<file path="src/rtl/spiMasterPkg.sv">
`timescale 1ns/1ps
package spiMasterPkg;

  typedef enum logic [1:0] {
    X_IDLE,
    X_SELECT,
    X_SHIFT,
    X_RELEASE
  } xferState_t;

  typedef enum logic [1:0] {
    P_ON,
    P_WAIT,
    P_OFF
  } pwrState_t;

  // strobes from control to datapath
  typedef struct packed {
    logic load;       // capture byte and parity into the transmit shifter
    logic selActive;  // a peripheral is selected, mosi drives data
    logic run;        // shift phase, serial clock runs
    logic capture;    // copy received byte to the output register
  } ctrlStrobes_t;

  // status from datapath to control
  typedef struct packed {
    logic frameEnd;   // last clock of the last bit
  } dpStatus_t;

endpackage

</file>
<file path="src/rtl/spiCtrl.sv">
`timescale 1ns/1ps
module spiCtrl
  import spiMasterPkg::*;
#(
  parameter int IDLE_CYCLES = 16,
  parameter int NUM_SEL     = 2
) (
  input  logic               clk,
  input  logic               rstN,
  input  logic               start,
  input  logic               irq,
  input  logic               slaveIdx,
  input  dpStatus_t          dpStat,
  output ctrlStrobes_t       strobes,
  output logic [NUM_SEL-1:0] ssN,
  output logic               busy,
  output logic               done,
  output logic               powerOn
);

  localparam int IDLE_W = $clog2(IDLE_CYCLES + 1);

  xferState_t xState, xNext;
  pwrState_t  pState;
  logic       pending;
  logic       selIdx;
  logic [IDLE_W-1:0] idleCnt;

  logic req, xIdle, accept, go;

  assign req    = start | irq;
  assign xIdle  = (xState == X_IDLE) && !pending;
  assign accept = xIdle && req;
  assign go     = (accept && (pState != P_OFF)) || pending;

  always_comb begin
    xNext = xState;
    unique case (xState)
      X_IDLE:    if (go) xNext = X_SELECT;
      X_SELECT:  xNext = X_SHIFT;
      X_SHIFT:   if (dpStat.frameEnd) xNext = X_RELEASE;
      X_RELEASE: xNext = X_IDLE;
      default:   xNext = X_IDLE;
    endcase
  end

  always_ff @(posedge clk or negedge rstN) begin
    if (!rstN) begin
      xState  <= X_IDLE;
      pending <= 1'b0;
      selIdx  <= 1'b0;
    end else begin
      xState <= xNext;
      if (accept && (pState == P_OFF)) pending <= 1'b1;
      else if (pending)                pending <= 1'b0;
      if (accept) selIdx <= slaveIdx;
    end
  end

  // power sequencer
  always_ff @(posedge clk or negedge rstN) begin
    if (!rstN) begin
      pState  <= P_ON;
      idleCnt <= '0;
    end else begin
      unique case (pState)
        P_ON: begin
          if (xIdle && !req) begin
            pState  <= P_WAIT;
            idleCnt <= '0;
          end
        end
        P_WAIT: begin
          if (req || !xIdle)                          pState <= P_ON;
          else if (idleCnt == IDLE_W'(IDLE_CYCLES-1)) pState <= P_OFF;
          else                                        idleCnt <= idleCnt + 1'b1;
        end
        P_OFF:   if (req) pState <= P_ON;
        default: pState <= P_ON;
      endcase
    end
  end

  logic framing;
  assign framing = (xState == X_SELECT) || (xState == X_SHIFT);

  for (genvar i = 0; i < NUM_SEL; i++) begin : g_sel
    assign ssN[i] = !(framing && (selIdx == 1'(i)));
  end

  assign strobes.load      = accept;
  assign strobes.selActive = framing;
  assign strobes.run       = (xState == X_SHIFT);
  assign strobes.capture   = (xState == X_SHIFT) && dpStat.frameEnd;

  assign busy    = (xState != X_IDLE) || pending;
  assign done    = (xState == X_RELEASE);
  assign powerOn = (pState != P_OFF);

endmodule

</file>
<file path="src/rtl/spiDatapath.sv">
`timescale 1ns/1ps
module spiDatapath
  import spiMasterPkg::*;
#(
  parameter int DATA_W = 8,
  parameter int DIV    = 4
) (
  input  logic              clk,
  input  logic              rstN,
  input  ctrlStrobes_t      strobes,
  input  logic [DATA_W-1:0] dataIn,
  input  logic              miso,
  output dpStatus_t         dpStat,
  output logic              sck,
  output logic              mosi,
  output logic [DATA_W-1:0] dataOut
);

  localparam int FRAME_BITS = DATA_W + 1;
  localparam int HALF       = DIV / 2;
  localparam int DIV_W      = (DIV > 1) ? $clog2(DIV) : 1;
  localparam int BIT_W      = $clog2(FRAME_BITS);

  logic [DIV_W-1:0]      divCnt;
  logic [BIT_W-1:0]      bitCnt;
  logic [FRAME_BITS-1:0] txShift;
  logic [FRAME_BITS-1:0] rxShift;
  logic bitEnd, sampleNow;

  assign bitEnd    = strobes.run && (divCnt == DIV_W'(DIV-1));
  assign sampleNow = strobes.run && (divCnt == DIV_W'(HALF-1));
  assign dpStat.frameEnd = bitEnd && (bitCnt == BIT_W'(FRAME_BITS-1));

  always_ff @(posedge clk or negedge rstN) begin
    if (!rstN) begin
      divCnt <= '0;
      bitCnt <= '0;
    end else if (!strobes.run) begin
      divCnt <= '0;
      bitCnt <= '0;
    end else if (bitEnd) begin
      divCnt <= '0;
      bitCnt <= bitCnt + 1'b1;
    end else begin
      divCnt <= divCnt + 1'b1;
    end
  end

  always_ff @(posedge clk or negedge rstN) begin
    if (!rstN) begin
      txShift <= '0;
    end else if (strobes.load) begin
      txShift <= {dataIn, ^dataIn};
    end else if (bitEnd) begin
      txShift <= {txShift[FRAME_BITS-2:0], 1'b0};
    end
  end

  always_ff @(posedge clk or negedge rstN) begin
    if (!rstN) begin
      rxShift <= '0;
    end else if (sampleNow) begin
      rxShift <= {rxShift[FRAME_BITS-2:0], miso};
    end
  end

  always_ff @(posedge clk or negedge rstN) begin
    if (!rstN) begin
      dataOut <= '0;
    end else if (strobes.capture) begin
      dataOut <= rxShift[FRAME_BITS-1:1];
    end
  end

  assign sck  = strobes.run && (divCnt >= DIV_W'(HALF));
  assign mosi = strobes.selActive && txShift[FRAME_BITS-1];

endmodule

</file>
<file path="src/rtl/spi_parity_master.sv">
`timescale 1ns/1ps
module spi_parity_master
  import spiMasterPkg::*;
#(
  parameter int DATA_W      = 8,
  parameter int DIV         = 4,
  parameter int IDLE_CYCLES = 16
) (
  input  logic              clk,
  input  logic              rstN,
  input  logic [DATA_W-1:0] dataIn,
  input  logic              slaveIdx,
  input  logic              start,
  input  logic              irq,
  input  logic              miso,
  output logic              sck,
  output logic              mosi,
  output logic [1:0]        ssN,
  output logic [DATA_W-1:0] dataOut,
  output logic              busy,
  output logic              done,
  output logic              powerOn
);

  ctrlStrobes_t strobes;
  dpStatus_t    dpStat;

  spiCtrl #(
    .IDLE_CYCLES(IDLE_CYCLES),
    .NUM_SEL    (2)
  ) u_ctrl (
    .clk     (clk),
    .rstN    (rstN),
    .start   (start),
    .irq     (irq),
    .slaveIdx(slaveIdx),
    .dpStat  (dpStat),
    .strobes (strobes),
    .ssN     (ssN),
    .busy    (busy),
    .done    (done),
    .powerOn (powerOn)
  );

  spiDatapath #(
    .DATA_W(DATA_W),
    .DIV   (DIV)
  ) u_dp (
    .clk    (clk),
    .rstN   (rstN),
    .strobes(strobes),
    .dataIn (dataIn),
    .miso   (miso),
    .dpStat (dpStat),
    .sck    (sck),
    .mosi   (mosi),
    .dataOut(dataOut)
  );

endmodule

</file>
<file path="config.mk">
export PLATFORM = sky130hd
export DESIGN_NAME = spi_parity_master
export DESIGN_NICKNAME = d
export VERILOG_FILES = /design/src/rtl/spiMasterPkg.sv /design/src/rtl/spiCtrl.sv /design/src/rtl/spiDatapath.sv /design/src/rtl/spi_parity_master.sv
export SDC_FILE = /design/constraint.sdc
export NUM_CORES = 1
export LEC_CHECK = 0
export ABC_AREA = 1
export BUFFER_PORTS_ARGS = -buffer_cell sky130_fd_sc_hd__buf_2
export CAP_MARGIN = 20
export CORE_MARGIN = 10
export CORE_UTILIZATION = 51
export DETAILED_ROUTE_END_ITERATION = 6
export GPL_TIMING_DRIVEN = 0
export PLACE_DENSITY = 0.75
export RECOVER_POWER = 100
export SLEW_MARGIN = 20
export SYNTH_ARGS = -nofsm -noshare
export SYNTH_HDL_FRONTEND = slang
export SYNTH_HIERARCHICAL = 1
export SYNTH_SLANG_ARGS = --single-unit
</file>
<file path="constraint.sdc">
create_clock -name clk -period 1.7 [get_ports clk]
set_input_delay 0.085 -clock clk [delete_from_list [all_inputs] [get_ports clk]]
set_output_delay 0.085 -clock clk [all_outputs]
set_load 0.01 [all_outputs]
</file>
# == After elaboration in Yosys (flattened, before gate mapping) ==
# Cells that the tools add are included.
# word_totals
regBits,43
in_bits,14
out_inout_bits,15
elab_cells,84
# classes
addsub,3
magnitude_cmp,1
n_eq_ne,18
mux,19
n_bitwise,2
n_reduce_logical,31
# op_table
operator,count
$mux W9,2
$mux W2,8
$mux W5,3
$logic_and A1 B1 Y1,13
$ne A2 B2 Y1 const B,5
$pmux W5 S2,1
$eq A2 B2 Y1 const B,4
$mux W4,2
$pmux W2 S4,1
$reduce_xor A8 Y1,1
$eq A2 B1 Y1 const B,3
$ne A2 B1 Y1 const B,3
$pmux W2 S3,1
$reduce_bool A2 Y1,3
$add A5 B1 Y5 const B,1
$eq A5 B4 Y1 const B,1
$logic_not A1 Y1,5
$add A4 B1 Y4 const B,1
$eq A4 B4 Y1 const B,1
$logic_not A2 Y1,2
$logic_or A1 B1 Y1,4
$reduce_and A4 Y1,1
$ne A3 B1 Y1 const B,1
$reduce_and A3 Y1,1
other kinds (6),6

# == Depth between registers and ports, before layout ==
# Gate-level depths: netlist of the first run.
# logic_depth
depth_word,7
depth_mapped,12
mapped_depth_nobuf,9

# == Modules after synthesis ==
# Netlist of the first run, hierarchy kept.
# modules_own_cells
module,instances,cells_per_inst,area_each_um2,seq_area_each_um2
spiDatapath,1,180,1566.5,800.8
spiCtrl,1,96,679.4,275.3

# == Least setup slack after synthesis of the first run ==
# Ideal clock, no wire load.
# synth_path
kind,register to register
startpoint,reg u_ctrl.xState[0]
endpoint,reg u_dp.dataOut[1]
setup_time_ns,0.125
t_arrival_ns,1.626
t_required_ns,1.575
setup_slack_ns,-0.050
path_stages_with_launch,9
path_buffers,1
synth_period_minus_slack_ns,1.750
cell_sequence,dfrtp_1 inv_1 ha_1 nand2_2 nor2_1 nand2_1 inv_1 buf_2 mux2_2
# synth_rtl
element,line_no,source
from (decl),spiCtrl.sv:23,"xferState_t xState, xNext;"
from (signal assigned),spiCtrl.sv:53,xState <= xNext;
to (signal assigned),spiDatapath.sv:71,dataOut <= rxShift[FRAME_BITS-1:1];
to (decl),spiDatapath.sv:16,output logic [DATA_W-1:0] dataOut

# == Final worst setup path of the first run ==
# layout_path
startpoint,reg u_ctrl.xState[0]
endpoint,reg u_dp.txShift[6]
# layout_between
elab_chain_cells,4
word_cells_on_any_way,7
cone_classes,1 x eq/ne; 1 x mux; 5 x reduce/logical
# layout_rtl
element,line_no,source
$logic_not A2 Y1 *,spiCtrl.sv:32,assign xIdle = (xState == X_IDLE) && !pending;
$logic_and A1 B1 Y1 *,spiCtrl.sv:32,
$logic_and A1 B1 Y1 *,spiCtrl.sv:33,assign accept = xIdle && req;
via u_ctrl.accept,spiCtrl.sv:29,"logic req, xIdle, accept, go;"
$mux W9 / $reduce_bool A2 Y1 (equally long branches),-,
to (signal assigned),spiDatapath.sv:53,"txShift <= {dataIn, ^dataIn};"
to (signal assigned),spiDatapath.sv:55,"txShift <= {txShift[FRAME_BITS-2:0], 1'b0};"
to (decl),spiDatapath.sv:26,logic [FRAME_BITS-1:0] txShift;
# Mark *: on every way through the listed nets, which the timed path passes. The rest lies on a longest branch.
# A chain may end at the register's enable or synchronous reset.

==> reports/metrics.yaml, run 1 <==
die:
  die_x_microns: 86.36
  die_area_sq_um: 7458
  fp.dieH_microns: 86.36
  ios: 29
  num_rows: 24
  start_util: 0.5194
  core_area_sq_um: 4324
critical_path:
  critPathCaptureType: "flop"
  cp.required_ps: 1920
  cp_slowest_cell: "dfrtp_1"
  cp_cell_sequence: "inv_2 > ha_4 > inv_1 > nor2_2 > nand2_2 > inv_2 > buf_4 > clkbuf_16 > o21ai_0 > o21ai_1"
  r2r_slack_ps: 100
  critical_path_class: "reg -> reg"
  cp-start-kind: "flop"
  crit_arrival_ps: 1810
  critPathBufInv: 5
  r2r-start: "u_ctrl/xState[0]$_DFFE_PN0P_"
  r2r_cells: 10
  crit_top_cell: "inv_2"
  cpPeakStageDelay_ps: 390
  cp_max_fo: 10
  timing.rr.end: "u_dp/txShift[6]$_DFFE_PN0P_"
  crit_family: "buffers and inverters"
global_route:
  antenna_found_initial: 0
  grt_pass1_wl_microns: 7527
  grt_max_degree: 44
  grt.overflow.total: 0
  grt_util_all_layers: 0.1199
  grt_pass1_vias: 1770
cts:
  clockBufferDepth: 2
  clkLatencyLatePin_ps: 290
  cts_tree: "yes"
  cts_buffers: 5
  cts-root-buf: "clkbuf_8"
  clock_sinks: 43
  htree_levels: 2
  path_clk_slew_ps: 80
placement:
  dp_hpwl_microns: 3135
  io_buffers: 28
  place_area_sq_um: 2454
  gp_congestion: 0.8140
  dp_slack_ps: -210.1
sta:
  drv_slew: 0
  clock_skew_ps: 6.196
  post-route-period-util: 0.9398
  tightest_slew_ps: 1044
  timing.fmax_mhz: 625.9
  finalWorstSetupSlack_ps: 102.3
  period_needed_ps: 1598
  setup_viol: 0
  hold_viol: 0
  max-slew-margin-rel: 0.3038
finish:
  area_delta_synth_final_pct: 22.12
  diodes: 0
  fin_area_sq_um: 2743
  nNetsFinal: 351
  nFillCells: 408
  layout-drive-gt1-share: 0.2043
status:
  outcome: "finished, final reports clean"
worst_hold_path:
  min_path_type: "in -> reg"
  holdPathStages: 2
  hold_start: "miso"
  holdPathEnd: "u_dp/rxShift[0]$_DFFE_PN0P_"
drt:
  drt_iter0_markers: 88
  route.detailed.drc: 0
  routedWlPerCell_microns: 11.77
  via_per_inst: 4.811
  drtPass1Iterations: 4
  ant_nets: 0
  route.vias.total: 1828
  route.met2.wl_microns: 2318
  met1_length_microns: 1857
  postRouteWirelength_microns: 4472
  wl_met3_microns: 253
  highest_layer: "met4"
synth:
  synth_ff_type: "dfrtp_1"
  async_flop_share: 1.000
  seq_area_frac_synth: 0.4791
  ys_ff_latch: 43
  synth_fp_nets: 300
  synth.distinct_cells: 27
  synth_edf_count: 0
  syn-cell-area_sq_um: 2246
  synthCells: 276
  syn_area_per_cell_sq_um: 8.137
  synth_warnings: 6
power:
  power.total_w: 0.003898
  leakage_nw: 1.418
  powerDensity_nw_per_um2: 1421
  peakVddDrop_uv: 1396
job:
  drv_cap: 0
worst max path at each step:
stage	start	endpoint	slack, ps	depth (start not counted)
floorplan	u_ctrl/xState[0]$_DFFE_PN0P_	u_dp/dataOut[1]$_DFFE_PN0P_	8	8
global placement	u_ctrl/xState[0]$_DFFE_PN0P_	u_dp/dataOut[2]$_DFFE_PN0P_	-180	8
detailed placement	u_ctrl/xState[0]$_DFFE_PN0P_	u_dp/dataOut[1]$_DFFE_PN0P_	-210	8
CTS	u_ctrl/xState[0]$_DFFE_PN0P_	u_dp/txShift[7]$_DFFE_PN0P_	10	12
global route	u_ctrl/idleCnt[0]$_DFFE_PN0P_	u_ctrl/idleCnt[2]$_DFFE_PN0P_	-10	9
finish	u_ctrl/xState[0]$_DFFE_PN0P_	u_dp/txShift[6]$_DFFE_PN0P_	100	10
metrics by stage:
stage	hold WS (ps)	instances	TNS [ps]	utilization
after global placement	292.9	356	-1350	0.5674
after global routing	12.99	380	-16.64	0.6343
after detailed placement	289.4	356	-1824	0.5674
after CTS	17.93	373	0	0.6233
final	20.61	380	0	0.6343
after floorplan	-210.6	276	0	-
what timing repair did:
action / CTS / global route
hold endpoints to repair: 44 / 0
setup endpoints to repair: 16 / 17
gates resized for setup: 12 / 10
cloned: 0 / 1
hold buffers: 2 / 0
buffers inserted: 7 / 7
pin swaps: 3 / 5
cell type report:
type | instances | area (sq um) | share of cell area
Buffer | 6 | 61.31 | 0.02235
Clock inverter | 2 | 35.03 | 0.01277
Timing Repair Buffer | 45 | 266.5 | 0.09717
Clock buffer | 6 | 82.58 | 0.03011
Inverter | 48 | 182.7 | 0.06661
Multi-Input combinational cell | 178 | 973.4 | 0.3549
Sequential cell | 43 | 1076 | 0.3923
Tap cell | 52 | 65.06 | 0.02372
cells in the mapped netlist, types with 2 or more instances:
cell type	instances	area (sq um)
a21oi_1	9	45.04
nor2_2	2	12.51
o21ai_0	15	75.07
buf_2	2	10.01
nand4_1	2	12.51
nand2_2	3	18.77
inv_1	47	176.4
buf_4	2	15.01
mux2_2	8	90.09
ha_1	10	125.1
o21ai_1	9	45.04
nand3_1	5	25.02
dfrtp_1	43	1076
nand2_1	88	330.3
nor2_1	19	71.32
power breakdown:
group	switching, W	internal [W]
Combinational	0.000861	0.000748
Sequential	0.000172	0.00131
Clock	0.000330	0.000475
Total	0.00136	0.00254
cell usage in the layout, fill, tap and decap left out, types with 5 or more instances in the layout:
cell type,instances
nand3_1,5
nand2_1,89
o21ai_0,15
ha_1,7
mux2_2,8
clkbuf_1,15
clkbuf_8,6
a21oi_1,9
buf_4,11
o21ai_1,8
dfrtp_1,43
inv_1,44
nor2_1,18
buf_2,14
cells by family (layout without fill, tap and decap cells):
kind of cell | count (synthesis) | count (layout) | synth area share
AO/OA/AOI/OAI | 37 | 37 | 0.08691
adder cells (fa/ha/maj) | 10 | 10 | 0.05571
buffers and inverters | 55 | 107 | 0.1103
flip-flops | 43 | 43 | 0.4791
multiplexers | 8 | 8 | 0.04011
AND/OR/NAND/NOR | 123 | 123 | 0.2279
sequential cells by signal, indices dropped and copies added, names as in the netlist:
signal          cells
u_dp/bitCnt         4
u_ctrl/pending      1
u_ctrl/idleCnt      5
u_ctrl/xState       2
u_dp/divCnt         2
u_dp/rxShift        9
u_dp/dataOut        8
u_dp/txShift        9
u_ctrl/pState       2
u_ctrl/selIdx       1
per-layer routing:
metal / global-route usage / up-vias
met3: 0.04034 / 6
met5: 0 / -
met4: 0.03387 / 0
li1: - / 948
met1: 0.1348 / 839
met2: 0.2101 / 35
(Power assumes the default switching activity.)
==> inputs of run 2 (changes only) <==
==> constraint.sdc (replaced) <==
create_clock -name clk -period 1.7 [get_ports clk]
set_input_delay 0.17 -clock clk [delete_from_list [all_inputs] [get_ports clk]]
set_output_delay 0.17 -clock clk [all_outputs]
set_load 0.01 [all_outputs]
==> run 2 against run 1 <==
Sequential share of layout area rose by 0.27 points. Via count about the same. Power shrank 0.13%. Design area shrank 0.68%. Largest power group unchanged.
==> reports/metrics.yaml, run 2 (synthesized netlist as in run 1, its figures left out) <==
critical_path:
  cp_cell_sequence: "inv_2 > ha_4 > inv_1 > nor2_2 > nand2_2 > inv_2 > buf_4 > clkbuf_16 > o21ai_0 > o21ai_1"
  crit_arrival_ps: 1820
  critPathBufInv: 5
  cpPeakStageDelay_ps: 390
  cp-start-kind: "flop"
  crit_top_cell: "inv_2"
  cp.required_ps: 1920
  cp_max_fo: 10
  critical_path_class: "reg -> reg"
  r2r_slack_ps: 100
  r2r-start: "u_ctrl/xState[0]$_DFFE_PN0P_"
  cp-startpoint: "u_ctrl/xState[0]$_DFFE_PN0P_"
  crit_family: "buffers and inverters"
  cp_slowest_cell: "dfrtp_1"
  critPathCaptureType: "flop"
sta:
  clock_skew_ps: 6.185
  max-slew-margin-rel: 0.3125
  tightest_slew_ps: 1031
  period_needed_ps: 1599
  post-route-period-util: 0.9403
  timing.fmax_mhz: 625.6
  setup_viol: 0
  tns_ps: 0
  hold_viol: 0
  holdWs_ps: 43.86
  drv_slew: 0
finish:
  diodes: 0
  mostFrequentLayoutCell: "nand2_1"
  final_cell_mix: "nand2_1, inv_1, dfrtp_1, nor2_1, o21ai_0"
  fin_cells: 378
  fin_area_sq_um: 2724
  nNetsFinal: 349
  nFillCells: 409
  layout-drive-gt1-share: 0.2086
  reg_top3: "u_dp/rxShift: 9 flops, u_dp/txShift: 9 flops, u_dp/dataOut: 8 flops"
  area_delta_synth_final_pct: 21.28
die:
  start_util: 0.5194
  ios: 29
  die_area_sq_um: 7458
  core_area_sq_um: 4324
  die_x_microns: 86.36
  num_rows: 24
  fp.dieH_microns: 86.36
power:
  comb_power_share: 0.411
  leakage_nw: 1.413
  switchingPower_w: 0.001361
  powerDensity_nw_per_um2: 1429
  peakVddDrop_uv: 1396
  p_sw_frac: 0.3495
  power.total_w: 0.003893
  seqPwrFrac: 0.382
  clockPowerShare: 0.207
  internal_power_w: 0.002533
global_route:
  grt_util_all_layers: 0.1194
  grt_max_degree: 44
  grt_pass1_wl_microns: 7486
  antenna_found_initial: 0
  grt_pass1_vias: 1762
  grt.overflow.total: 0
drt:
  route.detailed.drc: 0
  drtPass1Iterations: 4
  drt_iter0_markers: 81
  ant_nets: 0
  postRouteWirelength_microns: 4449
  routedWlPerCell_microns: 11.77
  route.vias.total: 1827
  via_per_inst: 4.833
cts:
  clkLatencyLatePin_ps: 290
  clock_sinks: 43
  cts_buffers: 5
  clockBufferDepth: 2
  cts_hold_buf: 0
  cts-root-buf: "clkbuf_8"
  cts_tree: "yes"
  path_clk_slew_ps: 80
  htree_levels: 2
placement:
  io_buffers: 28
  place_inst: 356
  place_area_sq_um: 2454
  dp_hpwl_microns: 3135
  gp_congestion: 0.8140
job:
  drv_cap: 0
status:
  outcome: "finished, final reports clean"
worst_hold_path:
  min_path_type: "in -> async"
run 2: changes by cell type in the layout (fill, tap and decap cells not counted), sizes merged:
cell / change
dlygate4sd3: -2
run 2: timing repair:
action                                  in CTS  in global routing
pin swaps                                    3                  5
gates resized for setup                     12                 10
gates cloned                                 0                  1
endpoints found under the setup margin      16                 17
setup buffers                                7                  7
run 2: power groups by stage:
| stage | Combinational (W) | Sequential [W] | Clock (W) |
|---|---|---|---|
| CTS | 0.00157 | 0.00148 | 0.000832 |
| floorplan | 0.00101 | 0.00145 | 0 |
| detailed placement | 0.00134 | 0.00150 | 0 |
| finish | 0.00160 | 0.00149 | 0.000806 |
| global route | 0.00182 | 0.00152 | 0.000879 |
| global placement | 0.00130 | 0.00148 | 0 |
run 2: worst reg2reg max path, cell delays in order (launching register included):
cell and delay (ps):
dfrtp_1 390, inv_2 110, ha_4 150, inv_1 50, nor2_2 100, nand2_2 80
inv_2 60, buf_4 200, clkbuf_16 170, o21ai_0 90, o21ai_1 130
run 2: path summary, 6_finish.rpt:
kind | endpoint | cells after the start
max | u_dp/txShift[6]$_DFFE_PN0P_ | 10
min | u_dp/divCnt[1]$_DFF_PN0_ | 1
max reg2reg | u_dp/txShift[6]$_DFFE_PN0P_ | 10
min reg2reg | u_dp/txShift[0]$_DFFE_PN0P_ | 2
max in group asynchronous | u_dp/txShift[0]$_DFFE_PN0P_ | 1
min in group clk | u_ctrl/selIdx$_DFFE_PN0P_ | 3
run 2: stage by stage:
step | util | setup WS, ps
after global routing | 0.6299 | -10.50
after floorplan | - | 8.464
final | 0.6299 | 101.5
after global placement | 0.5674 | -175.9
after detailed placement | 0.5674 | -210.1
after CTS | 0.6186 | 10.82
run 2: layout make-up:
class / instances / area (sq um) / share of cell area
clock inverters: 2 / 35.03 / 0.01286
repair buffers: 43 / 247.7 / 0.09095
clock buffers: 6 / 82.58 / 0.03032
inverters: 48 / 182.7 / 0.06706
plain buffers: 6 / 61.31 / 0.02251
well taps: 52 / 65.06 / 0.02389
multi-input cells: 178 / 973.4 / 0.3574
flip-flops and latches: 43 / 1076 / 0.3950
run 2: metal layers:
metal	track usage	vias to the layer above	routed length, microns
met5	0	-	0
met4	0.03387	0	44
met3	0.03940	6	247
met2	0.2087	35	2308
met1	0.1348	841	1849
li1	-	945	-
==> inputs of run 3 (changes only) <==
==> constraint.sdc (replaced) <==
create_clock -name clk -period 1.7 [get_ports clk]
set_input_delay 0.255 -clock clk [delete_from_list [all_inputs] [get_ports clk]]
set_output_delay 0.255 -clock clk [all_outputs]
set_load 0.01 [all_outputs]
==> run 3 against run 2 <==
Largest cell class unchanged. Fmax fell by 0.91%. Worst setup slack lost 15 ps. Combinational power increased by 4%. Critical path depth is 5 lower. Largest power group unchanged. Clock power barely moved. Utilization grew 0.52 points. Count of clock-buffer cells in the layout did not move.
==> reports/metrics.yaml, run 3 (synthesized netlist as in run 1, its figures left out) <==
critical_path:
  r2r_cells: 10
  critPathCaptureType: "output pin"
  cp_max_fo: 3
  critical_path_class: "reg -> out"
  cp.required_ps: 1440
  timing.rr.end: "u_dp/txShift[6]$_DFFE_PN0P_"
  cp-start-kind: "flop"
  crit_arrival_ps: 1360
  r2r_slack_ps: 100
  r2r-start: "u_ctrl/xState[0]$_DFFE_PN0P_"
cts:
  htree_levels: 2
  cts-root-buf: "clkbuf_8"
  cts_buffers: 5
  cts_tree: "yes"
  path_clk_slew_ps: 80
  cts_hold_buf: 0
  clockBufferDepth: 2
  clkLatencyLatePin_ps: 290
  clock_sinks: 43
power:
  powerDensity_nw_per_um2: 1442
  leakage_nw: 1.429
  peakVddDrop_uv: 1409
  clockPowerShare: 0.204
  seqPwrFrac: 0.375
  internal_power_w: 0.002579
  switchingPower_w: 0.001383
  comb_power_share: 0.421
  p_sw_frac: 0.3491
finish:
  mostFrequentLayoutCell: "nand2_1"
  fin_area_sq_um: 2746
  diodes: 0
  reg_top3: "u_dp/rxShift: 9 flops, u_dp/txShift: 9 flops, u_dp/dataOut: 8 flops"
  area_delta_synth_final_pct: 22.28
  final_cell_mix: "nand2_1, inv_1, dfrtp_1, nor2_1, o21ai_0"
  nNetsFinal: 352
  layout-drive-gt1-share: 0.2158
sta:
  holdWs_ps: 127.4
  tightest_slew_ps: 1031
  clock_skew_ps: 7.050
  drv_slew: 0
  hold_viol: 0
  max-slew-margin-rel: 0.3128
  post-route-period-util: 0.9490
  period_needed_ps: 1613
  timing.fmax_mhz: 619.9
  setup_viol: 0
drt:
  routedWlPerCell_microns: 11.79
  postRouteWirelength_microns: 4491
  drt_iter0_markers: 74
  drtPass1Iterations: 4
  via_per_inst: 4.827
  ant_nets: 0
  route.vias.total: 1839
  route.detailed.drc: 0
global_route:
  grt.overflow.total: 0
  grt_pass1_wl_microns: 7507
  grt_util_all_layers: 0.1198
  antenna_found_initial: 0
  grt_max_degree: 44
  grt_pass1_vias: 1772
die:
  num_rows: 24
  die_x_microns: 86.36
  start_util: 0.5194
  fp.dieH_microns: 86.36
  die_area_sq_um: 7458
  core_area_sq_um: 4324
  ios: 29
placement:
  place_area_sq_um: 2454
  io_buffers: 28
  dp_hpwl_microns: 3135
  gp_congestion: 0.8140
worst_hold_path:
  min_path_type: "in -> async"
job:
  drv_cap: 0
status:
  outcome: "finished, final reports clean"
[run 3: cell count changes in the layout (fill, tap and decap cells not counted), sizes merged]
cell    previous run  this run
clkbuf            27        30
[run 3: cell type report]
cell class,count,area (sq um)
flip-flops and latches,43,1076
plain buffers,6,61.31
well taps,52,65.06
inverters,48,182.7
clock inverters,2,35.03
multi-input cells,178,973.4
repair buffers,46,270.3
fillers,402,1578
clock buffers,6,82.58
[run 3: power groups by stage]
stage          clock (W)  combinational (W)  sequential [W]
6_report        0.000807            0.00167         0.00149
2_1_floorplan          0            0.00101         0.00145
5_1_grt         0.000879            0.00188         0.00152
3_5_place_dp           0            0.00134         0.00150
4_1_cts         0.000832            0.00159         0.00148
3_3_place_gp           0            0.00130         0.00148
[run 3: worst max path at each step]
| stage | from | endpoint | slack (ps) |
|---|---|---|---|
| 3_3_place_gp | u_ctrl/xState[0]$_DFFE_PN0P_ | u_dp/dataOut[2]$_DFFE_PN0P_ | -180 |
| 5_1_grt | u_ctrl/idleCnt[0]$_DFFE_PN0P_ | u_ctrl/idleCnt[2]$_DFFE_PN0P_ | -10 |
| 2_1_floorplan | u_ctrl/xState[0]$_DFFE_PN0P_ | u_dp/dataOut[1]$_DFFE_PN0P_ | 8 |
| 4_1_cts | u_ctrl/xState[0]$_DFFE_PN0P_ | u_dp/txShift[7]$_DFFE_PN0P_ | 10 |
| 3_5_place_dp | u_ctrl/xState[0]$_DFFE_PN0P_ | u_dp/dataOut[1]$_DFFE_PN0P_ | -210 |
| 6_report | u_ctrl/xState[0]$_DFFE_PN0P_ | ssN[0] | 90 |
[run 3: per-layer routing]
| layer | global-route usage | part of all wire | up-vias | routed length, microns |
|---|---|---|---|---|
| li1 | - | - | 951 | - |
| met1 | 0.1353 | 0.42 | 847 | 1884 |
| met2 | 0.2094 | 0.51 | 35 | 2308 |
| met3 | 0.03940 | 0.057 | 6 | 254 |
| met4 | 0.03387 | 0.0098 | 0 | 44 |
| met5 | 0 | 0 | - | 0 |
[run 3: per-stage QoR]
step / TNS (ps) / setup slack, ps / cells / power (W) / utilization
2_1_floorplan: 0 / 8.464 / 276 / 0.002461 / -
3_3_place_gp: -1350 / -175.9 / 356 / 0.002781 / 0.5674
3_5_place_dp: -1824 / -210.1 / 356 / 0.002841 / 0.5674
4_1_cts: 0 / 10.82 / 372 / 0.003900 / 0.6204
5_1_grt: -16.64 / -10.50 / 381 / 0.004278 / 0.6351
6_report: 0 / 86.77 / 381 / 0.003962 / 0.6351
[run 3: what timing repair did]
item / in CTS / in global routing
endpoints found under the setup margin: 17 / 18
pin swaps: 3 / 6
buffers inserted: 8 / 9
gates cloned: 0 / 1
gates resized for setup: 12 / 10
[run 3: worst max-delay path, stage by stage, from the launching register on]
cell	delay, ps
dfrtp_1	400
inv_2	110
ha_4	220
buf_4	140
nand2_1	60
clkbuf_1	150
